## config.mk

```make
export PLATFORM = sky130hd
export DESIGN_NAME = i2c_cond_gen
export DESIGN_NICKNAME = d
export VERILOG_FILES = /design/src/rtl/i2cbc_pkg.sv /design/src/rtl/i2cbc_phase_timer.sv /design/src/rtl/i2cbc_pend_irq.sv /design/src/rtl/i2cbc_seq.sv /design/src/rtl/i2c_cond_gen.sv
export SDC_FILE = /design/constraint.sdc
export NUM_CORES = 1
export LEC_CHECK = 0
export ABC_AREA = 1
export ABC_CLOCK_PERIOD_IN_PS = 6000
export BUFFER_PORTS_ARGS = -buffer_cell sky130_fd_sc_hd__buf_4
export CELL_PAD_IN_SITES_DETAIL_PLACEMENT = 1
export CELL_PAD_IN_SITES_GLOBAL_PLACEMENT = 2
export CORE_MARGIN = 2
export CORE_UTILIZATION = 30
export DETAILED_ROUTE_END_ITERATION = 10
export GPL_ROUTABILITY_DRIVEN = 1
export PLACE_DENSITY_LB_ADDON = 0.15
export SYNTH_ARGS = -nofsm -noshare
export SYNTH_HDL_FRONTEND = slang
export SYNTH_HIERARCHICAL = 1
export SYNTH_SLANG_ARGS = --single-unit
```

## constraint.sdc

```tcl
create_clock -name clk -period 6 [get_ports clk]
set_clock_uncertainty 0.2 [all_clocks]
set_input_delay 1.8 -clock clk [delete_from_list [all_inputs] [get_ports clk]]
set_output_delay 1.8 -clock clk [all_outputs]
set_load 0.1 [all_outputs]
```

## src/rtl/i2cbc_pkg.sv

```systemverilog
package i2cbc_pkg;

    typedef enum logic [2:0] {
        ST_FREE    = 3'd0,  // both lines released, bus idle
        ST_HELD    = 3'd1,  // both lines low, bus owned
        ST_RS_LOW  = 3'd2,  // SCL low, SDA released before a repeated START
        ST_SETUP   = 3'd3,  // both released, START setup
        ST_HOLD    = 3'd4,  // SDA low, SCL released, START hold
        ST_P_LOW   = 3'd5,  // both low before STOP
        ST_P_HIGH  = 3'd6   // SCL released, SDA low, STOP setup
    } bus_st_e;

    localparam int unsigned EVT_NUM   = 2;
    localparam int unsigned EVT_START = 0;
    localparam int unsigned EVT_STOP  = 1;

endpackage

```

## src/rtl/i2cbc_phase_timer.sv

```systemverilog
module i2cbc_phase_timer #(
    parameter int unsigned DIV_W = 8
) (
    input  logic             clk,
    input  logic             rst_n,
    input  logic             en,
    input  logic             load,
    input  logic             sel_high,
    input  logic [DIV_W-1:0] div_lo,
    input  logic [DIV_W-1:0] div_hi,
    output logic             expired
);
    // A phase of 8*(div+1) clocks loads a count of 8*div+7.
    localparam int unsigned CW = DIV_W + 3;

    typedef struct packed {
        logic [CW-1:0] cnt;
    } tmr_t;

    tmr_t tmr_d, tmr_q;

    always_comb begin
        tmr_d = tmr_q;
        if (!en) begin
            tmr_d.cnt = '0;
        end else if (load) begin
            tmr_d.cnt = {(sel_high ? div_hi : div_lo), 3'b111};
        end else if (tmr_q.cnt != '0) begin
            tmr_d.cnt = tmr_q.cnt - 1'b1;
        end
    end

    always_ff @(posedge clk or negedge rst_n) begin
        if (!rst_n) begin
            tmr_q <= '0;
        end else begin
            tmr_q <= tmr_d;
        end
    end

    assign expired = (tmr_q.cnt == '0);

endmodule

```

## src/rtl/i2cbc_pend_irq.sv

```systemverilog
module i2cbc_pend_irq #(
    parameter int unsigned N = 2
) (
    input  logic         clk,
    input  logic         rst_n,
    input  logic [N-1:0] set,
    input  logic         clr_we,
    input  logic [N-1:0] clr,
    input  logic [N-1:0] ien,
    output logic [N-1:0] pnd,
    output logic         irq
);
    typedef struct packed {
        logic [N-1:0] pnd;
    } pir_t;

    pir_t pir_d, pir_q;
    logic [N-1:0] clr_eff;

    always_comb begin
        pir_d   = pir_q;
        clr_eff = clr_we ? clr : '0;
        for (int i = 0; i < N; i++) begin
            if (set[i]) begin
                pir_d.pnd[i] = 1'b1;
            end else if (clr_eff[i]) begin
                pir_d.pnd[i] = 1'b0;
            end
        end
    end

    always_ff @(posedge clk or negedge rst_n) begin
        if (!rst_n) begin
            pir_q <= '0;
        end else begin
            pir_q <= pir_d;
        end
    end

    assign pnd = pir_q.pnd;
    assign irq = |(pir_q.pnd & ien);

    AST_W1C_CLEARS: assert property (@(posedge clk) disable iff (!rst_n)
        clr_we |=> ((pnd & $past(clr & ~set)) == '0));
    AST_SET_WINS: assert property (@(posedge clk) disable iff (!rst_n)
        (|set) |=> ((pnd & $past(set)) == $past(set)));

endmodule

```

## src/rtl/i2cbc_seq.sv

```systemverilog
module i2cbc_seq
    import i2cbc_pkg::*;
(
    input  logic clk,
    input  logic rst_n,
    input  logic en,
    input  logic start_cmd,
    input  logic stop_cmd,
    input  logic tmr_expired,
    output logic tmr_load,
    output logic tmr_sel_high,
    output logic start_done,
    output logic stop_done,
    output logic start_busy,
    output logic stop_busy,
    output logic scl_oe,
    output logic sda_oe
);
    typedef struct packed {
        bus_st_e st;
        logic    want_start;
        logic    want_stop;
    } seq_t;

    seq_t seq_d, seq_q;

    always_comb begin
        seq_d        = seq_q;
        tmr_load     = 1'b0;
        tmr_sel_high = 1'b0;
        start_done   = 1'b0;
        stop_done    = 1'b0;
        if (!en) begin
            seq_d.st         = ST_FREE;
            seq_d.want_start = 1'b0;
            seq_d.want_stop  = 1'b0;
        end else begin
            unique case (seq_q.st)
                ST_FREE: begin
                    if (seq_q.want_start) begin
                        seq_d.st     = ST_SETUP;
                        tmr_load     = 1'b1;
                        tmr_sel_high = 1'b1;
                    end else if (seq_q.want_stop) begin
                        stop_done       = 1'b1;
                        seq_d.want_stop = 1'b0;
                    end
                end
                ST_HELD: begin
                    if (seq_q.want_start) begin
                        seq_d.st = ST_RS_LOW;
                        tmr_load = 1'b1;
                    end else if (seq_q.want_stop) begin
                        seq_d.st = ST_P_LOW;
                        tmr_load = 1'b1;
                    end
                end
                ST_RS_LOW: begin
                    if (tmr_expired) begin
                        seq_d.st     = ST_SETUP;
                        tmr_load     = 1'b1;
                        tmr_sel_high = 1'b1;
                    end
                end
                ST_SETUP: begin
                    if (tmr_expired) begin
                        seq_d.st     = ST_HOLD;
                        tmr_load     = 1'b1;
                        tmr_sel_high = 1'b1;
                    end
                end
                ST_HOLD: begin
                    if (tmr_expired) begin
                        seq_d.st         = ST_HELD;
                        start_done       = 1'b1;
                        seq_d.want_start = 1'b0;
                    end
                end
                ST_P_LOW: begin
                    if (tmr_expired) begin
                        seq_d.st     = ST_P_HIGH;
                        tmr_load     = 1'b1;
                        tmr_sel_high = 1'b1;
                    end
                end
                ST_P_HIGH: begin
                    if (tmr_expired) begin
                        seq_d.st        = ST_FREE;
                        stop_done       = 1'b1;
                        seq_d.want_stop = 1'b0;
                    end
                end
                default: begin
                    seq_d.st = ST_FREE;
                end
            endcase
            if (start_cmd) seq_d.want_start = 1'b1;
            if (stop_cmd)  seq_d.want_stop  = 1'b1;
        end
    end

    always_ff @(posedge clk or negedge rst_n) begin
        if (!rst_n) begin
            seq_q <= '{st: ST_FREE, want_start: 1'b0, want_stop: 1'b0};
        end else begin
            seq_q <= seq_d;
        end
    end

    assign scl_oe     = (seq_q.st == ST_HELD) || (seq_q.st == ST_RS_LOW) ||
                        (seq_q.st == ST_P_LOW);
    assign sda_oe     = (seq_q.st == ST_HELD) || (seq_q.st == ST_HOLD) ||
                        (seq_q.st == ST_P_LOW) || (seq_q.st == ST_P_HIGH);
    assign start_busy = seq_q.want_start;
    assign stop_busy  = seq_q.want_stop;

    AST_SDA_FALLS_SCL_HIGH: assert property (@(posedge clk) disable iff (!rst_n)
        $rose(sda_oe) |-> (!scl_oe && $past(!scl_oe)));
    AST_DISABLE_RELEASES: assert property (@(posedge clk) disable iff (!rst_n)
        !en |=> (!scl_oe && !sda_oe && !start_busy && !stop_busy));
    AST_STOP_ON_FREE_BUS: assert property (@(posedge clk) disable iff (!rst_n)
        (en && !scl_oe && !sda_oe && stop_busy && !start_busy && (seq_q.st == ST_FREE))
        |=> (!stop_busy && !scl_oe && !sda_oe));

endmodule

```

## src/rtl/i2c_cond_gen.sv

```systemverilog
module i2c_cond_gen
    import i2cbc_pkg::*;
#(
    parameter int unsigned DIV_W = 8
) (
    input  logic             clk,
    input  logic             rst_n,
    input  logic             en,
    input  logic [DIV_W-1:0] div_lo,
    input  logic [DIV_W-1:0] div_hi,
    input  logic             start_cmd,
    input  logic             stop_cmd,
    input  logic [1:0]       irq_en,
    input  logic             pnd_clr_we,
    input  logic [1:0]       pnd_clr,
    output logic             scl_oe,
    output logic             sda_oe,
    output logic             start_busy,
    output logic             stop_busy,
    output logic [1:0]       pending,
    output logic             irq
);
    logic tmr_load, tmr_sel_high, tmr_expired;
    logic start_done, stop_done;
    logic [EVT_NUM-1:0] evt_set;

    i2cbc_phase_timer #(.DIV_W(DIV_W)) u_timer (
        .clk      (clk),
        .rst_n    (rst_n),
        .en       (en),
        .load     (tmr_load),
        .sel_high (tmr_sel_high),
        .div_lo   (div_lo),
        .div_hi   (div_hi),
        .expired  (tmr_expired)
    );

    i2cbc_seq u_seq (
        .clk          (clk),
        .rst_n        (rst_n),
        .en           (en),
        .start_cmd    (start_cmd),
        .stop_cmd     (stop_cmd),
        .tmr_expired  (tmr_expired),
        .tmr_load     (tmr_load),
        .tmr_sel_high (tmr_sel_high),
        .start_done   (start_done),
        .stop_done    (stop_done),
        .start_busy   (start_busy),
        .stop_busy    (stop_busy),
        .scl_oe       (scl_oe),
        .sda_oe       (sda_oe)
    );

    always_comb begin
        evt_set            = '0;
        evt_set[EVT_START] = start_done;
        evt_set[EVT_STOP]  = stop_done;
    end

    i2cbc_pend_irq #(.N(EVT_NUM)) u_pend (
        .clk    (clk),
        .rst_n  (rst_n),
        .set    (evt_set),
        .clr_we (pnd_clr_we),
        .clr    (pnd_clr),
        .ien    (irq_en),
        .pnd    (pending),
        .irq    (irq)
    );

    AST_START_DONE_FLAGS: assert property (@(posedge clk) disable iff (!rst_n)
        start_done |=> (pending[EVT_START] && scl_oe && sda_oe && !start_busy));
    AST_STOP_DONE_FLAGS: assert property (@(posedge clk) disable iff (!rst_n)
        stop_done |=> (pending[EVT_STOP] && !scl_oe && !sda_oe));

endmodule

```

==> key figures, run 1 <==
Run status
  • Outcome: finished, final reports clean

Clock tree
  • CTS Hold Buffers Added: 0
  • Setup Fix Bufs, Post-CTS: 0
  • Clock Sinks: 18
  • Clock Pin Slew Worst Setup and Hold Paths: 80 ps
  • Worst-Skew Late Latency: 260 ps
  • Maximum root-to-sink buffer count: 2
  • Max H-tree Level: 1
  • Root Driver: clkbuf_8
  • CTS tree: yes
  • CTS resizes: 0
  • CTS buffer count: 3

Timing
  • Fin. Hold Viols: 0
  • Setup TNS: 0 ps
  • Slew Viols, Final: 0
  • Slew HR: 48.49%
  • Max Fclk: 0.2354 GHz
  • Crit share post-route: 70.80%
  • Setup ws final: 1752 ps
  • Setup Viol. Count Final: 0
  • Minimum clock period: 4248 ps
  • Tightest Pin Transition: 772.6 ps
  • RSZ-0062 raised after global routing: no

Power
  • Sequential share of power: 24.2%
  • Combinational share of power: 63.6%
  • Clock power frac: 12.1%
  • Sw power: 468.6 uW
  • Maximum vdd ir drop: 0.0001621 V
  • Static Leak: 0.0009169 uW
  • Switching Share: 55.57%
  • Cell Pwr Density: 493.8 nW/um^2
  • Pint: 374.6 uW

Worst setup path
  • Crit-path slowest cell: buf_4
  • Crit path kind: input port to output port
  • Crit path DAT: 2250 ps
  • CP Capture Type: output port
  • Family with the most delay on the worst path: buffers and inverters
  • CP Cell Sequence: buf_4, nand2_1, nand2_1, buf_4
  • Worst Setup Start Kind: input port
  • CP Buf/Inv Count: 2
  • Max FO, Critical Path: 1
  • Max incr delay on CP: 280 ps
  • CP required: 4000 ps

Logic synthesis
  • Main synth FF type: dfrtp_1
  • Mapped cell area: 1378 um^2
  • Post-Syn Area per Cell: 6.687 um^2
  • Sequential area share after synthesis: 32.70%
  • Async SR Flop Fraction: 100.0%
  • Syn nets: 233
  • Synth cell types: 24
  • Synth top area share: 32.70%
  • Synth cell count leaders: nand2_1 (53), a21oi_1 (26), nor2_1 (21)
  • FF+latch count, synth: 18
  • EDFF count, synth: 0
  • Leading area contributor after synthesis: dfrtp_1
  • Synth warn: 6
  • Most common cell in the netlist: nand2_1
  • Area contributors post-synth: dfrtp_1 (33%), nand2_1 (14%), a21oi_1 (9.4%)
  • Post-Synthesis Cells: 206

Layout
  • Area added between synthesis and finish: 23.98%
  • Nets@finish: 267
  • Final instance area: 1708 um^2
  • Share of layout cells above drive strength 1: 27.62%
  • Ant diodes: 0

Global routing
  • Vias in the first global route: 1353
  • M3 GR Usage: 3.516%
  • Gr busiest metal: met1
  • Initial antenna violation count: 0
  • Met2 layer usage reported by global route: 22.84%
  • First-pass GRT wire length: 6.354 mm
  • GRT Util Overall: 15.51%
  • Largest net degree at the start of global routing: 19
  • Gr ovfl total: 0
  • GRT met1 Usage: 23.21%

Floorplan
  • Die Span Y: 71.77 um
  • Core area: 4384 um^2
  • Die width: 71.77 um
  • Ports: 33
  • Row count: 24
  • DIE AREA: 5150 um^2
  • Starting Density: 31.42%

Placement
  • Dpl cell area: 1653 um^2
  • DP HPWL: 2.878 mm
  • Final weighted congestion in routability-driven placement: 0.7835
  • Pre-CTS setup slack: 1750 ps
  • Port Buffers: 32

Flow run
  • Max_cap viols: 0

Detailed routing
  • Detailed-route via count: 1391
  • DRT Wirelength: 3.669 mm
  • DR vias/cell: 4.780
  • ANT nets after route: 0
  • Drc violations: 0
  • DR pass1 iterations: 4
  • Wire per inst: 12.61 um
  • 1st-iter DRT viols: 46

Hold path
  • Hold Path Class: register to register
## power groups by stage
| stage | combinational (uW) | clock [uW] | sequential, uW |
|---|---|---|---|
| after floorplan | 415 | 0 | 223 |
| after global placement | 538 | 0 | 207 |
| after detailed placement | 541 | 0 | 207 |
| after CTS | 543 | 107 | 205 |
| after global routing | 601 | 112 | 212 |
| final | 537 | 102 | 204 |
## routing by layer
metal / up-vias / wire (um)
met5: - / 0
met1: 626 / 1922
met4: 0 / 31
met3: 4 / 175
met2: 31 / 1539
li1: 730 / -
## sequential cells by signal, indices dropped and copies added, names as in the netlist
name / count
u_timer/tmr_q: 11
u_seq/seq_q: 3
u_pend/pnd: 2
u_seq/start_busy: 1
u_seq/stop_busy: 1
## logic make-up (layout without fill, tap and decap cells)
kind of cell | count (synthesis) | count (layout) | share of synthesized area, %
and+or+nand+nor | 118 | 118 | 42.87
adders and majority gates | 1 | 1 | 0.9081
DFF | 18 | 18 | 32.70
AOI/OAI and AO/OA | 37 | 37 | 13.44
buffers and inverters | 32 | 65 | 10.08
## worst reg2reg max path, stage by stage, from the launching register on
cell and delay [ps]:
dfrtp_1 380, inv_1 140, ha_1 220, inv_2 50, nor2_4 160, nand3_2 130
nor3_1 360, nand3_1 170, a21oi_1 630, a21oi_1 140, a21oi_1 270, nand2_1 80
nor2_1 110
## worst paths after layout
check	startpoint	endpoint	slack, ps	cells past startpoint
worst max-delay path	irq_en[0]	irq	1750	4
worst min-delay path	u_pend/pnd[0]	u_pend/pnd[0]	300	2
worst max register to register	u_timer/tmr_q[0]	u_timer/tmr_q[3]	2890	12
worst min register to register	u_pend/pnd[0]	u_pend/pnd[0]	300	2
max in group asynchronous	rst_n	u_seq/seq_q[2]	4180	1
min in group asynchronous	rst_n	u_timer/tmr_q[2]	1200	1
## through the flow
step	hold slack (ps)	power (uW)	std cells	util, %
floorplan	322.0	638.3	206	-
global placement	292.5	744.9	287	37.70
detailed placement	285.4	747.9	287	37.70
CTS	304.4	854.8	291	38.96
global route	347.9	924.5	291	38.96
finish	297.4	843.3	291	38.96
## layout make-up
| type | instances | area [um^2] |
|---|---|---|
| clock buffers | 4 | 55.05 |
| fillers | 589 | 2676 |
| inverters | 29 | 108.9 |
| multi-input cells | 156 | 788.3 |
| flip-flops and latches | 18 | 450.4 |
| well taps | 52 | 65.06 |
| repair buffers | 32 | 240.2 |
## cell usage in the layout (no fill, tap or decap)
| master | n |
|---|---|
| a21oi_1 | 26 |
| buf_4 | 32 |
| clkbuf_8 | 4 |
| clkinv_1 | 1 |
| dfrtp_1 | 18 |
| ha_1 | 1 |
| inv_1 | 19 |
| inv_2 | 9 |
| nand2_1 | 53 |
| nand2_2 | 5 |
| nand2_4 | 1 |
| nand3_1 | 18 |
| nand3_2 | 5 |
| nand3_4 | 1 |
| nand4_1 | 3 |
| nor2_1 | 21 |
| nor2_2 | 5 |
| nor2_4 | 2 |
| nor2_8 | 1 |
| nor3_1 | 2 |
| nor3_2 | 1 |
| o21ai_0 | 5 |
| o21ai_1 | 6 |
No activity file was read; power rests on OpenSTA's default activity.
==> inputs of run 2 (changes only) <==
--- a/config.mk
+++ b/config.mk
@@ -6,12 +6,12 @@
 export NUM_CORES = 1
 export LEC_CHECK = 0
 export ABC_AREA = 1
-export ABC_CLOCK_PERIOD_IN_PS = 6000
+export ABC_CLOCK_PERIOD_IN_PS = 4300
 export BUFFER_PORTS_ARGS = -buffer_cell sky130_fd_sc_hd__buf_4
 export CELL_PAD_IN_SITES_DETAIL_PLACEMENT = 1
 export CELL_PAD_IN_SITES_GLOBAL_PLACEMENT = 2
 export CORE_MARGIN = 2
-export CORE_UTILIZATION = 30
+export CORE_UTILIZATION = 28
 export DETAILED_ROUTE_END_ITERATION = 10
 export GPL_ROUTABILITY_DRIVEN = 1
 export PLACE_DENSITY_LB_ADDON = 0.15
==> constraint.sdc (replaced) <==
create_clock -name clk -period 4.3 [get_ports clk]
set_clock_uncertainty 0.2 [all_clocks]
set_input_delay 1.29 -clock clk [delete_from_list [all_inputs] [get_ports clk]]
set_output_delay 1.29 -clock clk [all_outputs]
set_load 0.1 [all_outputs]
==> key figures, run 2 (synthesis gave the netlist of run 1 again) <==
Worst setup path
  • CP Buf/Inv Count: 2
  • Crit path DAT: 1740 ps
  • CP Capture Type: output port
  • Worst Setup Start Kind: input port
  • CP Cell Sequence: buf_4, nand2_1, nand2_1, buf_4
  • CP required: 2810 ps
  • Crit path kind: input port to output port
  • Crit-path slowest cell: buf_4
  • Max FO, Critical Path: 1
  • Family with the most delay on the worst path: buffers and inverters
  • Max incr delay on CP: 280 ps

Timing
  • Max Fclk: 0.3093 GHz
  • Slew Viols, Final: 0
  • Setup TNS: 0 ps
  • Crit share post-route: 75.18%
  • Setup Viol. Count Final: 0
  • Minimum clock period: 3233 ps
  • Tightest Pin Transition: 683.7 ps
  • Slew HR: 54.42%
  • Fin. Hold Viols: 0
  • RSZ-0062 raised after global routing: no

Global routing
  • GRT met1 Usage: 22.59%
  • Gr ovfl total: 0
  • First-pass GRT wire length: 6.437 mm
  • Vias in the first global route: 1350
  • Gr busiest metal: met2
  • Initial antenna violation count: 0
  • Largest net degree at the start of global routing: 19
  • M3 GR Usage: 1.355%
  • GRT Util Overall: 15.25%
  • Met2 layer usage reported by global route: 23.41%

Clock tree
  • CTS resizes: 0
  • Max H-tree Level: 1
  • Setup Fix Bufs, Post-CTS: 0
  • Maximum root-to-sink buffer count: 2
  • Clock Pin Slew Worst Setup and Hold Paths: 70 ps
  • CTS Hold Buffers Added: 0
  • CTS buffer count: 3
  • CTS tree: yes
  • Worst-Skew Late Latency: 250 ps
  • Clock Sinks: 18
  • Root Driver: clkbuf_8

Hold path
  • Hold Path Class: register to register

Detailed routing
  • 1st-iter DRT viols: 37
  • DR pass1 iterations: 4
  • Detailed-route via count: 1390
  • ANT nets after route: 0
  • DR vias/cell: 4.557
  • DRT Wirelength: 3.744 mm
  • Drc violations: 0
  • Wire per inst: 12.28 um

Floorplan
  • Die Span Y: 74.14 um
  • Ports: 33
  • Starting Density: 29.17%
  • Die width: 74.14 um
  • Core area: 4723 um^2
  • DIE AREA: 5497 um^2
  • Row count: 25

Layout
  • Area added between synthesis and finish: 24.34%
  • Nets@finish: 267
  • Largest register by flop count: u_timer/tmr_q
  • Max FFs per register: 11
  • Most frequent cells in the layout: nand2_1 (53), buf_4 (32), a21oi_1 (26), nor2_1 (21), inv_1 (19)
  • Share of layout cells above drive strength 1: 27.31%
  • Ant diodes: 0
  • Commonest non-fill, non-tap cell in the layout: nand2_1

Flow run
  • Max_cap viols: 0

Power
  • Total power draw: 1152 uW
  • Static Leak: 0.0009098 uW
  • Cell Pwr Density: 672.5 nW/um^2
  • Maximum vdd ir drop: 0.0002092 V

Run status
  • Outcome: finished, final reports clean

Placement
  • Port Buffers: 32
  • Final weighted congestion in routability-driven placement: 0.7532
  • DP HPWL: 2.977 mm
## run 2: metrics by stage
stage / util, % / hold WS [ps] / worst slack (ps) / instance area [um^2] / std cells
3_3_place_gp: 35.39 / 298.6 / 1072 / 1672 / 302
3_5_place_dp: 35.39 / 298.2 / 1063 / 1672 / 302
5_1_grt: 36.26 / 349.4 / 715.1 / 1713 / 305
4_1_cts: 36.26 / 316.1 / 1063 / 1713 / 305
2_1_floorplan: - / 322.0 / 27.24 / 1378 / 206
6_report: 36.26 / 303.3 / 1067 / 1713 / 305
## run 2: path summary, 6_finish.rpt
| check | from | to | slack, ps | depth (start not counted) |
|---|---|---|---|---|
| worst min register to register | u_pend/pnd[1] | u_pend/pnd[1] | 300 | 2 |
| worst max-delay path | irq_en[0] | irq | 1070 | 4 |
| max in group asynchronous | rst_n | u_timer/tmr_q[10] | 2980 | 1 |
| worst max register to register | u_timer/tmr_q[0] | u_timer/tmr_q[4] | 1200 | 12 |
| min in group asynchronous | rst_n | u_pend/pnd[1] | 700 | 1 |
| worst min-delay path | u_pend/pnd[1] | u_pend/pnd[1] | 300 | 2 |
## run 2: layout make-up
cell class	count	area [um^2]
clock buffers	3	41.29
fillers	616	3010
flip-flops and latches	18	450.4
well taps	67	83.83
multi-input cells	156	788.3
inverters	29	108.9
repair buffers	32	240.2
## run 2: routing by layer
layer  routed length [um]  part of all wire (%)
met4                   29                  0.77
met1                 1958                    52
met5                    0                     0
met3                  144                   3.8
met2                 1611                    43
## run 2: power breakdown
part	switching, uW	internal [uW]	leakage [uW]
clock network	55.9	62.2	0.0000216
registers	63.7	221	0.000236
logic	529	220	0.000653
total	649	503	0.000910
## run 2: worst min-delay path, stage by stage (launching register included)
cell and delay [ps]:
dfrtp_1 370, nand2_1 60, nand2_1 40
